## config.mk

```make
export PLATFORM = sky130hd
export DESIGN_NAME = spi_psc_top
export DESIGN_NICKNAME = d
export VERILOG_FILES = /design/src/rtl/spi_psc_pkg.sv /design/src/rtl/spi_psc_div.sv /design/src/rtl/spi_psc_enc.sv /design/src/rtl/spi_psc_top.sv
export SDC_FILE = /design/constraint.sdc
export NUM_CORES = 1
export LEC_CHECK = 0
export BUFFER_PORTS_ARGS = -buffer_cell sky130_fd_sc_hd__buf_2
export CORE_ASPECT_RATIO = 1.5
export CORE_UTILIZATION = 31
export DETAILED_ROUTE_END_ITERATION = 10
export PLACE_DENSITY = 0.53
export SYNTH_ARGS = -nofsm -noshare
export SYNTH_HDL_FRONTEND = slang
export SYNTH_SLANG_ARGS = --single-unit
```

## constraint.sdc

```tcl
create_clock -name clk -period 11.7 [get_ports clk]
set_input_delay 1.17 -clock clk [delete_from_list [all_inputs] [get_ports clk]]
set_output_delay 1.17 -clock clk [all_outputs]
set_load 0.02 [all_outputs]
```

## src/rtl/spi_psc_pkg.sv

```systemverilog
package spi_psc_pkg;

  typedef enum logic [1:0] {
    ST_IDLE = 2'd0,
    ST_DIV  = 2'd1,
    ST_FIN  = 2'd2
  } psc_state_e;

  typedef struct packed {
    logic [3:0] spr;
    logic [2:0] sppr;
    logic       err;
  } psc_code_t;

  // 1-based index of the highest set bit, 0 for a zero value
  function automatic int fls1(input logic [63:0] v);
    int r;
    r = 0;
    for (int i = 0; i < 64; i++) begin
      if (v[i]) r = i + 1;
    end
    return r;
  endfunction

  // mantissa in 3:0, exponent bit 0 in 4, exponent bits 2:1 in 7:6
  function automatic logic [7:0] pack_field(input logic [3:0] m, input logic [2:0] e);
    return {e[2:1], 1'b0, e[0], m};
  endfunction

endpackage

```

## src/rtl/spi_psc_div.sv

```systemverilog
module spi_psc_div #(
  parameter int W = 32
) (
  input  logic         clk,
  input  logic         rst_n,
  input  logic         load,
  input  logic         step,
  input  logic [W-1:0] dividend,
  input  logic [W-1:0] divisor,
  output logic [W-1:0] quo,
  output logic [W-1:0] rem
);
  logic [W-1:0] acc_q;
  logic [W-1:0] rem_q;
  logic [W-1:0] dvs_q;
  logic [W:0]   shifted;
  logic         fits;

  assign shifted = {rem_q, acc_q[W-1]};
  assign fits    = (shifted >= {1'b0, dvs_q});

  always_ff @(posedge clk or negedge rst_n) begin
    if (!rst_n) begin
      acc_q <= '0;
      rem_q <= '0;
      dvs_q <= '0;
    end else if (load) begin
      acc_q <= dividend;
      rem_q <= '0;
      dvs_q <= divisor;
    end else if (step) begin
      if (fits) begin
        rem_q <= W'(shifted - {1'b0, dvs_q});
        acc_q <= {acc_q[W-2:0], 1'b1};
      end else begin
        rem_q <= shifted[W-1:0];
        acc_q <= {acc_q[W-2:0], 1'b0};
      end
    end
  end

  assign quo = acc_q;
  assign rem = rem_q;
endmodule

```

## src/rtl/spi_psc_enc.sv

```systemverilog
module spi_psc_enc
  import spi_psc_pkg::*;
#(
  parameter int W = 32
) (
  input  logic [W-1:0] div_i,
  output psc_code_t    code
);
  logic [W:0] wide;
  logic [W:0] one;
  logic [W:0] msk;
  logic [W:0] rnd;
  int         lead;
  int         lead2;

  assign one = (W+1)'(1);

  always_comb begin
    wide  = {1'b0, div_i};
    msk   = '0;
    rnd   = wide;
    lead  = 0;
    lead2 = 0;
    code  = '0;
    if (div_i < W'(16)) begin
      code.spr = div_i[3:0];
    end else begin
      lead  = fls1(64'(wide)) - 4;
      msk   = (one << lead) - one;
      rnd   = (wide + msk) & ~msk;
      lead2 = fls1(64'(rnd)) - 4;
      if (lead2 > 7) begin
        code.err = 1'b1;
      end else begin
        code.spr  = 4'(rnd >> lead2);
        code.sppr = 3'(lead2);
      end
    end
  end
endmodule

```

## src/rtl/spi_psc_top.sv

```systemverilog
module spi_psc_top
  import spi_psc_pkg::*;
#(
  parameter int W = 32
) (
  input  logic         clk,
  input  logic         rst_n,
  input  logic         start,
  input  logic         direct,
  input  logic [W-1:0] core_hz,
  input  logic [W-1:0] rate_hz,
  input  logic [W-1:0] div_in,
  output logic         busy,
  output logic         done,
  output logic         err,
  output logic [3:0]   spr,
  output logic [2:0]   sppr,
  output logic [7:0]   field
);
  localparam int CW = (W > 1) ? $clog2(W) : 1;

  psc_state_e   state;
  logic [CW-1:0] cnt;
  logic [W-1:0] held_div;
  logic         use_quot;
  logic         zero_rate;
  logic [W-1:0] quo;
  logic [W-1:0] rem;
  logic [W-1:0] enc_in;
  psc_code_t    enc_code;

  // named events
  logic accept;
  logic needs_div;
  logic div_last;
  logic fin_evt;

  assign accept    = start && (state == ST_IDLE);
  assign needs_div = !direct && (rate_hz != '0);
  assign div_last  = (state == ST_DIV) && (cnt == CW'(W-1));
  assign fin_evt   = (state == ST_FIN);

  spi_psc_div #(.W(W)) u_div (
    .clk      (clk),
    .rst_n    (rst_n),
    .load     (accept),
    .step     (state == ST_DIV),
    .dividend (core_hz),
    .divisor  (rate_hz),
    .quo      (quo),
    .rem      (rem)
  );

  assign enc_in = use_quot ? (quo + W'(rem != '0)) : held_div;

  spi_psc_enc #(.W(W)) u_enc (
    .div_i (enc_in),
    .code  (enc_code)
  );

  always_ff @(posedge clk or negedge rst_n) begin
    if (!rst_n) begin
      state     <= ST_IDLE;
      cnt       <= '0;
      held_div  <= '0;
      use_quot  <= 1'b0;
      zero_rate <= 1'b0;
    end else begin
      case (state)
        ST_IDLE: if (accept) begin
          held_div  <= div_in;
          use_quot  <= needs_div;
          zero_rate <= !direct && (rate_hz == '0);
          cnt       <= '0;
          state     <= needs_div ? ST_DIV : ST_FIN;
        end
        ST_DIV: begin
          cnt <= cnt + 1'b1;
          if (div_last) state <= ST_FIN;
        end
        ST_FIN:  state <= ST_IDLE;
        default: state <= ST_IDLE;
      endcase
    end
  end

  always_ff @(posedge clk or negedge rst_n) begin
    if (!rst_n) begin
      done  <= 1'b0;
      err   <= 1'b0;
      spr   <= '0;
      sppr  <= '0;
      field <= '0;
    end else begin
      done <= fin_evt;
      if (fin_evt) begin
        if (zero_rate || enc_code.err) begin
          err   <= 1'b1;
          spr   <= '0;
          sppr  <= '0;
          field <= '0;
        end else begin
          err   <= 1'b0;
          spr   <= enc_code.spr;
          sppr  <= enc_code.sppr;
          field <= pack_field(enc_code.spr, enc_code.sppr);
        end
      end
    end
  end

  assign busy = (state != ST_IDLE);
endmodule

```

==> results by group <==
Run status
  • Status: complete, no violations

STA
  • F_max: 89.61 MHz
  • Final worst setup slack: 0.5407 ns
  • Max transition margin: 0.2546
  • Slew @ Worst Pin: 1.118 ns
  • Final Cycle Share: 0.9538
  • Final Hold Vio Count: 0
  • Final setup violating endpoints: 0
  • Fin. max-slew vios: 0
  • Post-layout min period: 11.16 ns
  • Max Clock Skew: 0.01583 ns

Setup path
  • CP Launch Type: flop
  • Crit end category: flop
  • CP top delay family: compound AO/OA/AOI/OAI gates
  • Critical path type: reg -> reg
  • Slowest stage cell, crit path: or3b_2
  • Arrival time at the worst endpoint: 11.54 ns
  • Worst Path Max Fanout: 8
  • CP required: 12.08 ns
  • Buf/Inv on CP: 4
  • Top cell by count, worst path: ha_1
  • CP max stage delay: 0.53 ns

CTS
  • # H-tree levels: 4
  • Skew-Pair Late Insertion Delay: 0.45 ns
  • Reg clk slew, reported paths: 0.07 ns
  • Clk sinks: 146
  • CTS root buffer: clkbuf_16
  • CTS buffer count: 17
  • Cts hold-fix bufs: 0
  • Clock Path Buffers: 2
  • CTS tree: built

Logic synthesis
  • Synth Flop Type: dfrtp_1
  • Post-Syn Nets: 1,955
  • Synthesis-stage register bit count: 146
  • Synthesized area: 13,510 um2
  • Sequential area share after synthesis: 0.2704
  • Fraction of registers with async set/reset: 1.000
  • Yosys warns: 0
  • Mean Syn Cell Area: 7.604 um2
  • Synth Instances: 1,777
  • Number of flops mapped to enable cells by yosys: 0
  • Post-synth cell types: 94

Final layout
  • Commonest non-fill, non-tap cell in the layout: nand2_1
  • Nets: 2,026
  • Design Area, Final: 15,370 um2
  • FF+latch area: 3655 um2
  • Fillcell total: 4,539
  • Non-filler cells, final: 2,432
  • Multi-input logic area: 9245 um2
  • Share of cells above drive strength 1: 0.1456
  • Layout area overhead: 13.72%
  • Post-layout util: 0.3579
  • Commonest cells after routing, fill and taps aside: nand2_1 (289), o21ai_0 (163), dfrtp_1 (145), buf_2 (115), nor2_1 (100)

Place
  • Placed Instances: 2,397
  • Post-DP HPWL: 37,020 um
  • Placer Congestion: 0.9613
  • Area post-placement: 14,640 um2
  • Port buffer count: 116
  • DP Worst Slack: 0.1223 ns

Global route
  • Congestion Overflow GR: 0
  • GRT Total Usage: 0.2120
  • Largest net degree at the start of global routing: 93
  • Via count of the first global-routing pass: 13.46k
  • Initial antenna violation count: 3
  • First-pass GRT wire length: 72,730 um

Hold path
  • Worst min-delay path class: reg -> reg

Run
  • Max-cap violations: 0

Detailed routing
  • Mean routed wirelength per cell: 19.20 um
  • Routed vias: 13.62k
  • Vias per inst: 5.601
  • Post-DRT Antenna Nets: 0
  • Final routed DRC violation total: 0
  • Routed WL: 46,700 um
  • DRT iter0 DRCs: 719
  • DRT Pass-1 Iters: 5

Die
  • Initial core utilization: 0.3147
  • Row count: 93
  • Die area: 44,450 um2
  • Core Region: 42,940 um2
  • Die W: 172.5 um
  • # IOs: 118
  • Die height: 257.7 um
what timing repair did:
action	CTS	global route
setup endpoints to repair	0	8
gates resized for setup	0	30
buffers inserted	0	2
endpoints found under the hold margin	0	0
cell type report:
class	count	share of cell area
repair buffers	151	0.05528
diodes	1	0.0001628
clock inverters	13	0.007165
multi-input cells	1439	0.6016
flip-flops and latches	146	0.2378
inverters	93	0.02272
clock buffers	19	0.02882
well taps	570	0.04641
sequential cells by signal (all words and copies together) (netlist names), 2 cells and up:
signal and cells:
cnt 5, field 2, held_div 32, sppr 2, spr 3, state 2
u_div.dvs_q 32, u_div.quo 32, u_div.rem 32
through the flow:
stage / setup TNS, ns / hold slack [ns]
detailed placement: 0 / 0.4627
floorplan: 0 / 0.4379
global route: -0.01873 / 0.4914
finish: 0 / 0.4773
global placement: 0 / 0.4597
CTS: 0 / 0.4779
cells in the mapped netlist (8+ instances only):
cell	count	share of area
a211o_1	10	0.0065
and2_1	16	0.0074
a22o_1	9	0.0058
and3_1	21	0.0097
a221oi_1	10	0.0065
dfrtp_1	146	0.27
clkbuf_1	70	0.019
o21a_1	14	0.0078
xnor2_1	30	0.019
inv_1	91	0.025
nand2_1	292	0.081
a21o_1	28	0.016
nand4_1	25	0.012
a221o_1	8	0.0059
a21boi_0	8	0.0044
buf_4	11	0.0061
or4_1	14	0.0078
nor3_1	44	0.016
a22oi_1	34	0.019
xor2_1	16	0.010
nor2_1	101	0.028
ha_1	76	0.070
nor4_1	27	0.012
mux2i_1	34	0.025
or3_1	17	0.0079
o31ai_1	23	0.013
or2_2	14	0.0065
nand2b_1	24	0.011
nand3_1	75	0.028
a31oi_1	24	0.011
o21ai_0	163	0.060
a211oi_1	20	0.011
o211ai_1	16	0.0089
a21oi_1	81	0.030
nor2b_1	23	0.011
worst paths after layout:
kind	startpoint	endpoint	slack [ns]	cells past startpoint
setup / recovery	u_div.rem[6]$_DFFE_PN0P_	field[3]$_DFFE_PN0P_	0.54	48
setup reg to reg	u_div.rem[6]$_DFFE_PN0P_	field[3]$_DFFE_PN0P_	0.54	48
hold / removal	held_div[14]$_DFFE_PN0P_	held_div[14]$_DFFE_PN0P_	0.48	2
max in group asynchronous	rst_n	use_quot$_DFFE_PN0P_	9.48	2
min in group asynchronous	rst_n	done$_DFF_PN0_	0.76	1
hold reg to reg	held_div[14]$_DFFE_PN0P_	held_div[14]$_DFFE_PN0P_	0.48	2
routing by layer:
metal  global-route usage  wire length, um  part of all wire  up-vias
met5                    0               27           0.00058        -
met4               0.1072             2291             0.049        4
met3              0.02651             1430             0.031      112
met2               0.4068            25200              0.54      332
met1               0.2204            17750              0.38     6531
li1                     -                -                 -     6643
logic make-up after synthesis:
logic type	Yosys count	synth area share
other	1	0.0002775
multiplexers	39	0.02935
buffers and inverters	192	0.05880
AO/OA/AOI/OAI	532	0.2621
adder cells (fa/ha/maj)	78	0.07333
AND/OR/NAND/NOR	743	0.2759
flip-flops	146	0.2704
XOR/XNOR	46	0.02981
worst register-to-register path, delay by kind of cell, from the launching register on:
| kind | cells | cell delay [ns] |
|---|---|---|
| compound gates | 24 | 5.28 |
| xor+xnor | 1 | 0.14 |
| fa+ha+maj | 6 | 1.53 |
| buf+inv | 4 | 0.47 |
| flops | 1 | 0.42 |
| simple gates | 13 | 3.28 |
Power is not shown: default switching activity piles up to over one toggle a cycle in this logic, so the estimate is an artifact.
